## config.mk

```make
export PLATFORM = sky130hd
export DESIGN_NAME = ddr_burst_sram
export DESIGN_NICKNAME = d
export VERILOG_FILES = /design/src/rtl/ddr_burst_sram_pkg.sv /design/src/rtl/ddr_burst_sram_wrseq.sv /design/src/rtl/ddr_burst_sram_bank.sv /design/src/rtl/ddr_burst_sram_outq.sv /design/src/rtl/ddr_burst_sram.sv
export SDC_FILE = /design/constraint.sdc
export NUM_CORES = 2
export LEC_CHECK = 0
export ABC_AREA = 0
export BUFFER_PORTS_ARGS = -buffer_cell sky130_fd_sc_hd__clkbuf_2
export CELL_PAD_IN_SITES_DETAIL_PLACEMENT = 1
export CELL_PAD_IN_SITES_GLOBAL_PLACEMENT = 1
export CORE_MARGIN = 10
export CORE_UTILIZATION = 51
export CTS_BUF_LIST = sky130_fd_sc_hd__clkbuf_8 sky130_fd_sc_hd__clkbuf_16
export DETAILED_ROUTE_END_ITERATION = 12
export PLACE_DENSITY_LB_ADDON = 0.1
export SLEW_MARGIN = 20
export SYNTH_ARGS = -nofsm -noshare
export SYNTH_HDL_FRONTEND = slang
export SYNTH_HIERARCHICAL = 1
export SYNTH_SLANG_ARGS = --single-unit
```

## constraint.sdc

```tcl
create_clock -name clk -period 2.88 [get_ports clk]
set_input_delay 0.576 -clock clk [delete_from_list [all_inputs] [get_ports clk]]
set_output_delay 0.576 -clock clk [all_outputs]
set_load 0.005 [all_outputs]
```

## src/rtl/ddr_burst_sram_pkg.sv

```systemverilog
package ddr_burst_sram_pkg;

    // Write-path sequencer: one state per slot of an accepted write
    typedef enum logic [2:0] {
        WS_IDLE,    // no write data expected in this slot
        WS_GAP,     // negative slot right after a write command
        WS_LO,      // positive slot: lower word sampled
        WS_HI,      // negative slot: upper word sampled, write completes
        WS_HI_GAP   // upper word of one write, gap slot of the next
    } wr_state_e;

endpackage

```

## src/rtl/ddr_burst_sram_wrseq.sv

```systemverilog
module ddr_burst_sram_wrseq
    import ddr_burst_sram_pkg::*;
(
    input  logic clk,
    input  logic rst_n,
    input  logic wr_cmd,
    output logic cap_lo,
    output logic cap_hi
);

    wr_state_e state_q;
    wr_state_e state_d;

    always_ff @(posedge clk or negedge rst_n) begin
        if (!rst_n) begin
            state_q <= WS_IDLE;
        end else begin
            state_q <= state_d;
        end
    end

    always_comb begin
        state_d = state_q;
        unique case (state_q)
            WS_IDLE:   state_d = wr_cmd ? WS_GAP : WS_IDLE;
            WS_GAP:    state_d = WS_LO;
            WS_LO:     state_d = wr_cmd ? WS_HI_GAP : WS_HI;
            WS_HI:     state_d = WS_IDLE;
            WS_HI_GAP: state_d = WS_LO;
            default:   state_d = WS_IDLE;
        endcase
    end

    always_comb begin
        cap_lo = 1'b0;
        cap_hi = 1'b0;
        unique case (state_q)
            WS_LO:             cap_lo = 1'b1;
            WS_HI, WS_HI_GAP:  cap_hi = 1'b1;
            default: ;
        endcase
    end

endmodule

```

## src/rtl/ddr_burst_sram_bank.sv

```systemverilog
module ddr_burst_sram_bank #(
    parameter int ADDR_W     = 6,
    parameter int WORD_W     = 18,
    parameter int BYTE_LANES = 2
) (
    input  logic                  clk,
    input  logic                  we,
    input  logic [BYTE_LANES-1:0] lane_en,
    input  logic [ADDR_W-1:0]     waddr,
    input  logic [WORD_W-1:0]     wdata,
    input  logic [ADDR_W-1:0]     raddr,
    output logic [WORD_W-1:0]     rdata
);

    localparam int LANE_W = WORD_W / BYTE_LANES;
    localparam int DEPTH  = 1 << ADDR_W;

    // One storage array per lane so each lane has a single writer
    for (genvar l = 0; l < BYTE_LANES; l++) begin : g_lane
        logic [LANE_W-1:0] cells [DEPTH];

        always_ff @(posedge clk) begin
            if (we && lane_en[l]) begin
                cells[waddr] <= wdata[l*LANE_W +: LANE_W];
            end
        end

        assign rdata[l*LANE_W +: LANE_W] = cells[raddr];
    end

endmodule

```

## src/rtl/ddr_burst_sram_outq.sv

```systemverilog
module ddr_burst_sram_outq #(
    parameter int WORD_W = 18
) (
    input  logic              clk,
    input  logic              rst_n,
    input  logic              lat_full,
    input  logic              load,
    input  logic [WORD_W-1:0] word0,
    input  logic [WORD_W-1:0] word1,
    output logic [WORD_W-1:0] dout,
    output logic              dout_oe
);

    // stage1 holds the word for two slots ahead, stage2 for three
    logic [WORD_W-1:0] st1_q, st2_q;
    logic              v1_q,  v2_q;

    always_ff @(posedge clk or negedge rst_n) begin
        if (!rst_n) begin
            st1_q   <= '0;
            st2_q   <= '0;
            v1_q    <= 1'b0;
            v2_q    <= 1'b0;
            dout    <= '0;
            dout_oe <= 1'b0;
        end else begin
            dout    <= v1_q ? st1_q : '0;
            dout_oe <= v1_q;
            st1_q   <= st2_q;
            v1_q    <= v2_q;
            st2_q   <= '0;
            v2_q    <= 1'b0;
            if (load) begin
                if (lat_full) begin
                    st1_q <= word0;
                    v1_q  <= 1'b1;
                    st2_q <= word1;
                    v2_q  <= 1'b1;
                end else begin
                    dout    <= word0;
                    dout_oe <= 1'b1;
                    st1_q   <= word1;
                    v1_q    <= 1'b1;
                end
            end
        end
    end

endmodule

```

## src/rtl/ddr_burst_sram.sv

```systemverilog
module ddr_burst_sram #(
    parameter int ADDR_W     = 6,
    parameter int WORD_W     = 18,
    parameter int BYTE_LANES = 2
) (
    input  logic                  clk,
    input  logic                  rst_n,
    input  logic                  slot_pos,
    input  logic                  lat_full,
    input  logic                  ld_n,
    input  logic                  rd_wr,
    input  logic [ADDR_W-1:0]     addr,
    input  logic [WORD_W-1:0]     din,
    input  logic [BYTE_LANES-1:0] bsel_n,
    output logic [WORD_W-1:0]     dout,
    output logic                  dout_oe
);

    localparam int BURST     = 2;
    localparam int LANE_W    = WORD_W / BYTE_LANES;
    localparam int LOC_W     = WORD_W * BURST;
    localparam int LOC_LANES = BYTE_LANES * BURST;

    // Command decode: only positive slots carry commands
    logic wr_cmd, rd_cmd;
    assign wr_cmd = slot_pos && !ld_n && !rd_wr;
    assign rd_cmd = slot_pos && !ld_n &&  rd_wr;

    logic cap_lo, cap_hi;

    ddr_burst_sram_wrseq u_wrseq (
        .clk    (clk),
        .rst_n  (rst_n),
        .wr_cmd (wr_cmd),
        .cap_lo (cap_lo),
        .cap_hi (cap_hi)
    );

    // Write staging
    logic [ADDR_W-1:0]     wa_pend, wa_act;
    logic [WORD_W-1:0]     lo_data;
    logic [BYTE_LANES-1:0] lo_en;

    always_ff @(posedge clk or negedge rst_n) begin
        if (!rst_n) begin
            wa_pend <= '0;
            wa_act  <= '0;
            lo_data <= '0;
            lo_en   <= '0;
        end else begin
            if (wr_cmd) begin
                wa_pend <= addr;
            end
            if (cap_lo) begin
                wa_act  <= wa_pend;
                lo_data <= din;
                lo_en   <= ~bsel_n;
            end
        end
    end

    // Write completing in this slot
    logic [LOC_W-1:0]     new_data;
    logic [LOC_LANES-1:0] new_en;
    assign new_data = {din, lo_data};
    assign new_en   = {~bsel_n, lo_en};

    // Posted-write holding register
    logic                 pw_valid;
    logic [ADDR_W-1:0]    pw_addr;
    logic [LOC_W-1:0]     pw_data;
    logic [LOC_LANES-1:0] pw_en;

    always_ff @(posedge clk or negedge rst_n) begin
        if (!rst_n) begin
            pw_valid <= 1'b0;
            pw_addr  <= '0;
            pw_data  <= '0;
            pw_en    <= '0;
        end else if (cap_hi) begin
            pw_valid <= 1'b1;
            pw_addr  <= wa_act;
            pw_data  <= new_data;
            pw_en    <= new_en;
        end
    end

    // Read lookup happens in the slot after the read command
    logic              rd_look;
    logic [ADDR_W-1:0] rd_addr_q;

    always_ff @(posedge clk or negedge rst_n) begin
        if (!rst_n) begin
            rd_look   <= 1'b0;
            rd_addr_q <= '0;
        end else begin
            rd_look <= rd_cmd;
            if (rd_cmd) begin
                rd_addr_q <= addr;
            end
        end
    end

    // Array: one bank per burst word; the old posted write retires
    // when a new write completes
    logic [LOC_W-1:0] arr_rd;
    logic             retire;
    assign retire = cap_hi && pw_valid;

    for (genvar w = 0; w < BURST; w++) begin : g_bank
        ddr_burst_sram_bank #(
            .ADDR_W     (ADDR_W),
            .WORD_W     (WORD_W),
            .BYTE_LANES (BYTE_LANES)
        ) u_bank (
            .clk     (clk),
            .we      (retire),
            .lane_en (pw_en[w*BYTE_LANES +: BYTE_LANES]),
            .waddr   (pw_addr),
            .wdata   (pw_data[w*WORD_W +: WORD_W]),
            .raddr   (rd_addr_q),
            .rdata   (arr_rd[w*WORD_W +: WORD_W])
        );
    end

    // Coherent view: array, then posted register, then completing write
    logic             pw_hit, new_hit;
    logic [LOC_W-1:0] view;
    assign pw_hit  = pw_valid && (pw_addr == rd_addr_q);
    assign new_hit = cap_hi && (wa_act == rd_addr_q);

    for (genvar g = 0; g < LOC_LANES; g++) begin : g_merge
        assign view[g*LANE_W +: LANE_W] =
            (new_hit && new_en[g]) ? new_data[g*LANE_W +: LANE_W] :
            (pw_hit  && pw_en[g])  ? pw_data[g*LANE_W +: LANE_W]  :
                                     arr_rd[g*LANE_W +: LANE_W];
    end

    ddr_burst_sram_outq #(
        .WORD_W (WORD_W)
    ) u_outq (
        .clk      (clk),
        .rst_n    (rst_n),
        .lat_full (lat_full),
        .load     (rd_look),
        .word0    (view[WORD_W-1:0]),
        .word1    (view[LOC_W-1:WORD_W]),
        .dout     (dout),
        .dout_oe  (dout_oe)
    );

endmodule

```

==> results.yml <==
synthesis:
  yosysTopAreaCell: "edfxtp_1"
  syn_area_per_cell_um2: 21.0
  synth.most_common_cell: "edfxtp_1"
  seq_area_frac_synth_pct: 75.8
  synth-edff-count: 2304
  synth_top_area_share_pct: 72.0
  syn_area_um2: 96100
  synth_seq_cells: 2450
  synthArstFlopShare_pct: 5.96
  yosys-top-cells-count: "edfxtp_1 (2,304), mux4_2 (610), nor2_1 (297)"
  synth_nets: 4611
  synthCells: 4579
  synth_area_leaders: "edfxtp_1 (72%), mux4_2 (14%), dfrtp_1 (3.8%), mux2i_1 (1.5%), nor2_1 (1.2%)"
  synthDistinctLibCells: 56
  yosysWarnings: 6
  synthFlopType: "edfxtp_1"
min_path:
  holdCritPathClass: "in -> reg"
timing:
  slew_violations: 0
  max_slew_margin_pct: 40.2
  hold_violations: 0
  max_freq_ghz: 0.309
  rsz0062_at_grt: "yes"
  finalCriticalPeriod_ps: 3230
  setup_slack_ps: -355
  worstMarginPinSlew_ps: 895
  setup_viol: 54
  fin_crit_sh_pct: 112
  skew_ps: 52.1
  hold_ws_ps: 46.0
layout:
  post-route-util_pct: 61.7
  multi_input_area_um2: 22800
  drive_gt1_share_pct: 38.5
  regArea_um2: 72900
  area.growth.synth_to_final_pct: 20.4
  design_area_um2: 116000
  nets: 5561
  fill_cells: 15600
floorplanning:
  die_y_um: 454
  fp.dieArea_um2: 206000
  io_pins: 51
  core_area_um2: 188000
  num_rows: 159
  dieWidth_um: 454
  initial_core_util_pct: 51.2
cts:
  cts_tree: "done"
  clock_sink_count: 2450
  clk_latency_ps: 920
  cts-root-buf: "clkbuf_16"
  cts_buffer_depth: 4
  cts_buffers: 276
  htreeDepth: 5
  path_clk_slew_ps: 60
power:
  p_per_area_nw_per_um2: 858
  ir_worst_vdd_uv: 659
  leakage_uw: 0.0385
  finalPower_uw: 99300
detailed_routing:
  drt_iter0_drc: 5134
  via_count: 50100
  first_pass_iters: 6
  ant_nets: 0
  routed_wl_mm: 260
  wl_per_cell_um: 31.6
  viasPerCell: 6.11
  drc: 0
global_routing:
  grt_overflow_total: 0
  grt_pass1_vias: 53500
  antenna_found_initial: 13
  grt_max_degree: 66
  grt_pass1_wl_mm: 380
  grt_usage_pct: 25.2
worst_setup_path:
  path_buf_inv: 4
  cpPeakStageDelay_ps: 520
  cpMaxStageDelayCell: "mux4_2"
  path_class: "reg -> reg"
  cp-start-kind: "register"
  cp.required_ps: 3660
  arrival_ps: 4010
  cpMostUsedCell: "buf_12"
  cp-end-kind: "register"
  rrSetupSlack_ps: -350
  critPathMaxFanout: 8
  crit_chain: "buf_12 -> buf_12 -> buf_16 -> buf_12 -> mux4_2 -> mux4_2 -> a22oi_2 -> o21ai_2 -> o31ai_2 -> a31oi_1 -> mux2i_1 -> a21oi_1"
  critPathTopFamily: "multiplexers"
placed_design:
  port_buffers: 50
  placed_cell_area_um2: 105000
  dpl.hpwl_mm: 167
  place_congestion: 0.803
outcome:
  status: "complete, but fails checks"
  violations: "setup timing"
job:
  maxCapViolCount: 0
cell usage in the layout, fill, tap and decap left out, types with 36 or more instances in the layout:
cell type and count:
clkbuf_16 281, mux2_2 73, buf_4 744, clkinv_1 63, nor2_1 288, buf_12 93
dfrtp_1 103, inv_1 88, edfxtp_1 2304, clkbuf_2 49, dfrtp_2 38, nand3b_1 39
nor3_1 36, nand2_1 87, mux4_2 610, clkinv_2 37, mux2i_1 137
through the flow:
step	TNS, ps	setup WS [ps]	cells
after floorplan	-5910	-83.4	4579
after CTS	-12340	-347	8173
after detailed placement	-18560	-522	7646
after global placement	-16180	-441	7646
final	-11660	-355	8206
after global routing	-16860	-472	8204
path summary, 6_finish.rpt:
check,start,to,cells past startpoint
hold reg to reg,u_outq/v2_q$_DFF_PN0_,u_outq/v1_q$_DFF_PN0_,1
min in group asynchronous,rst_n,u_outq/dout[14]$_DFF_PN0_,2
setup reg to reg,rd_addr_q[0]$_DFFE_PN0P_,u_outq/st1_q[10]$_DFF_PN0_,12
setup / recovery,rd_addr_q[0]$_DFFE_PN0P_,u_outq/st1_q[10]$_DFF_PN0_,12
hold / removal,din[10],pw_data[28]$_DFFE_PN0P_,2
max in group asynchronous,rst_n,rd_addr_q[4]$_DFFE_PN0P_,3
cells by family after synthesis:
kind of cell,synth area share (%)
muxes,16.7
buffers and inverters,1.67
DFF,75.8
AOI/OAI and AO/OA,2.65
and+or+nand+nor,3.03
xor gates and xnor gates,0.142
per-layer routing:
layer,vias up,wire length (µm),global-route usage [%]
met5,-,0,0
met4,0,10800,9.65
li1,20900,-,-
met1,27000,104000,34.2
met2,1705,130000,41.8
met3,527,14400,3.40
layout make-up:
type	instances	share of cell area, %
inverters	33	0.107
multi-input cells	1819	19.7
clock buffers	284	6.10
clock inverters	173	0.880
flip-flops and latches	2450	63.0
repair buffers	949	7.45
well taps	2495	2.70
diodes	3	0.00649
timing repair:
action,in CTS,in global routing
setup buffers,42,31
pin swaps,22,59
hold buffers,25,0
hold endpoints to repair,121,0
endpoints found under the setup margin,54,80
cloned,4,2
resized for setup,158,113
state kept, by name (all words and copies together), names as in the netlist, 2 cells and up:
signal and cells:
pw_addr 6, pw_en 4, u_outq/dout 18, u_outq/st1_q 18, wa_act 6, rd_addr_q 6, pw_data 36, lo_data 18
lo_en 2, u_wrseq/state_q 3, g_bank.u_bank/g_lane.cells 2304, u_outq/st2_q 18, wa_pend 6
power breakdown:
part           internal [µW]  switching [µW]  leakage [µW]
combinational           7550           13100        0.0117
sequential             44800            1820        0.0226
clock                  18500           13500       0.00422
total                  70900           28400        0.0385
(Power assumes the default switching activity.)
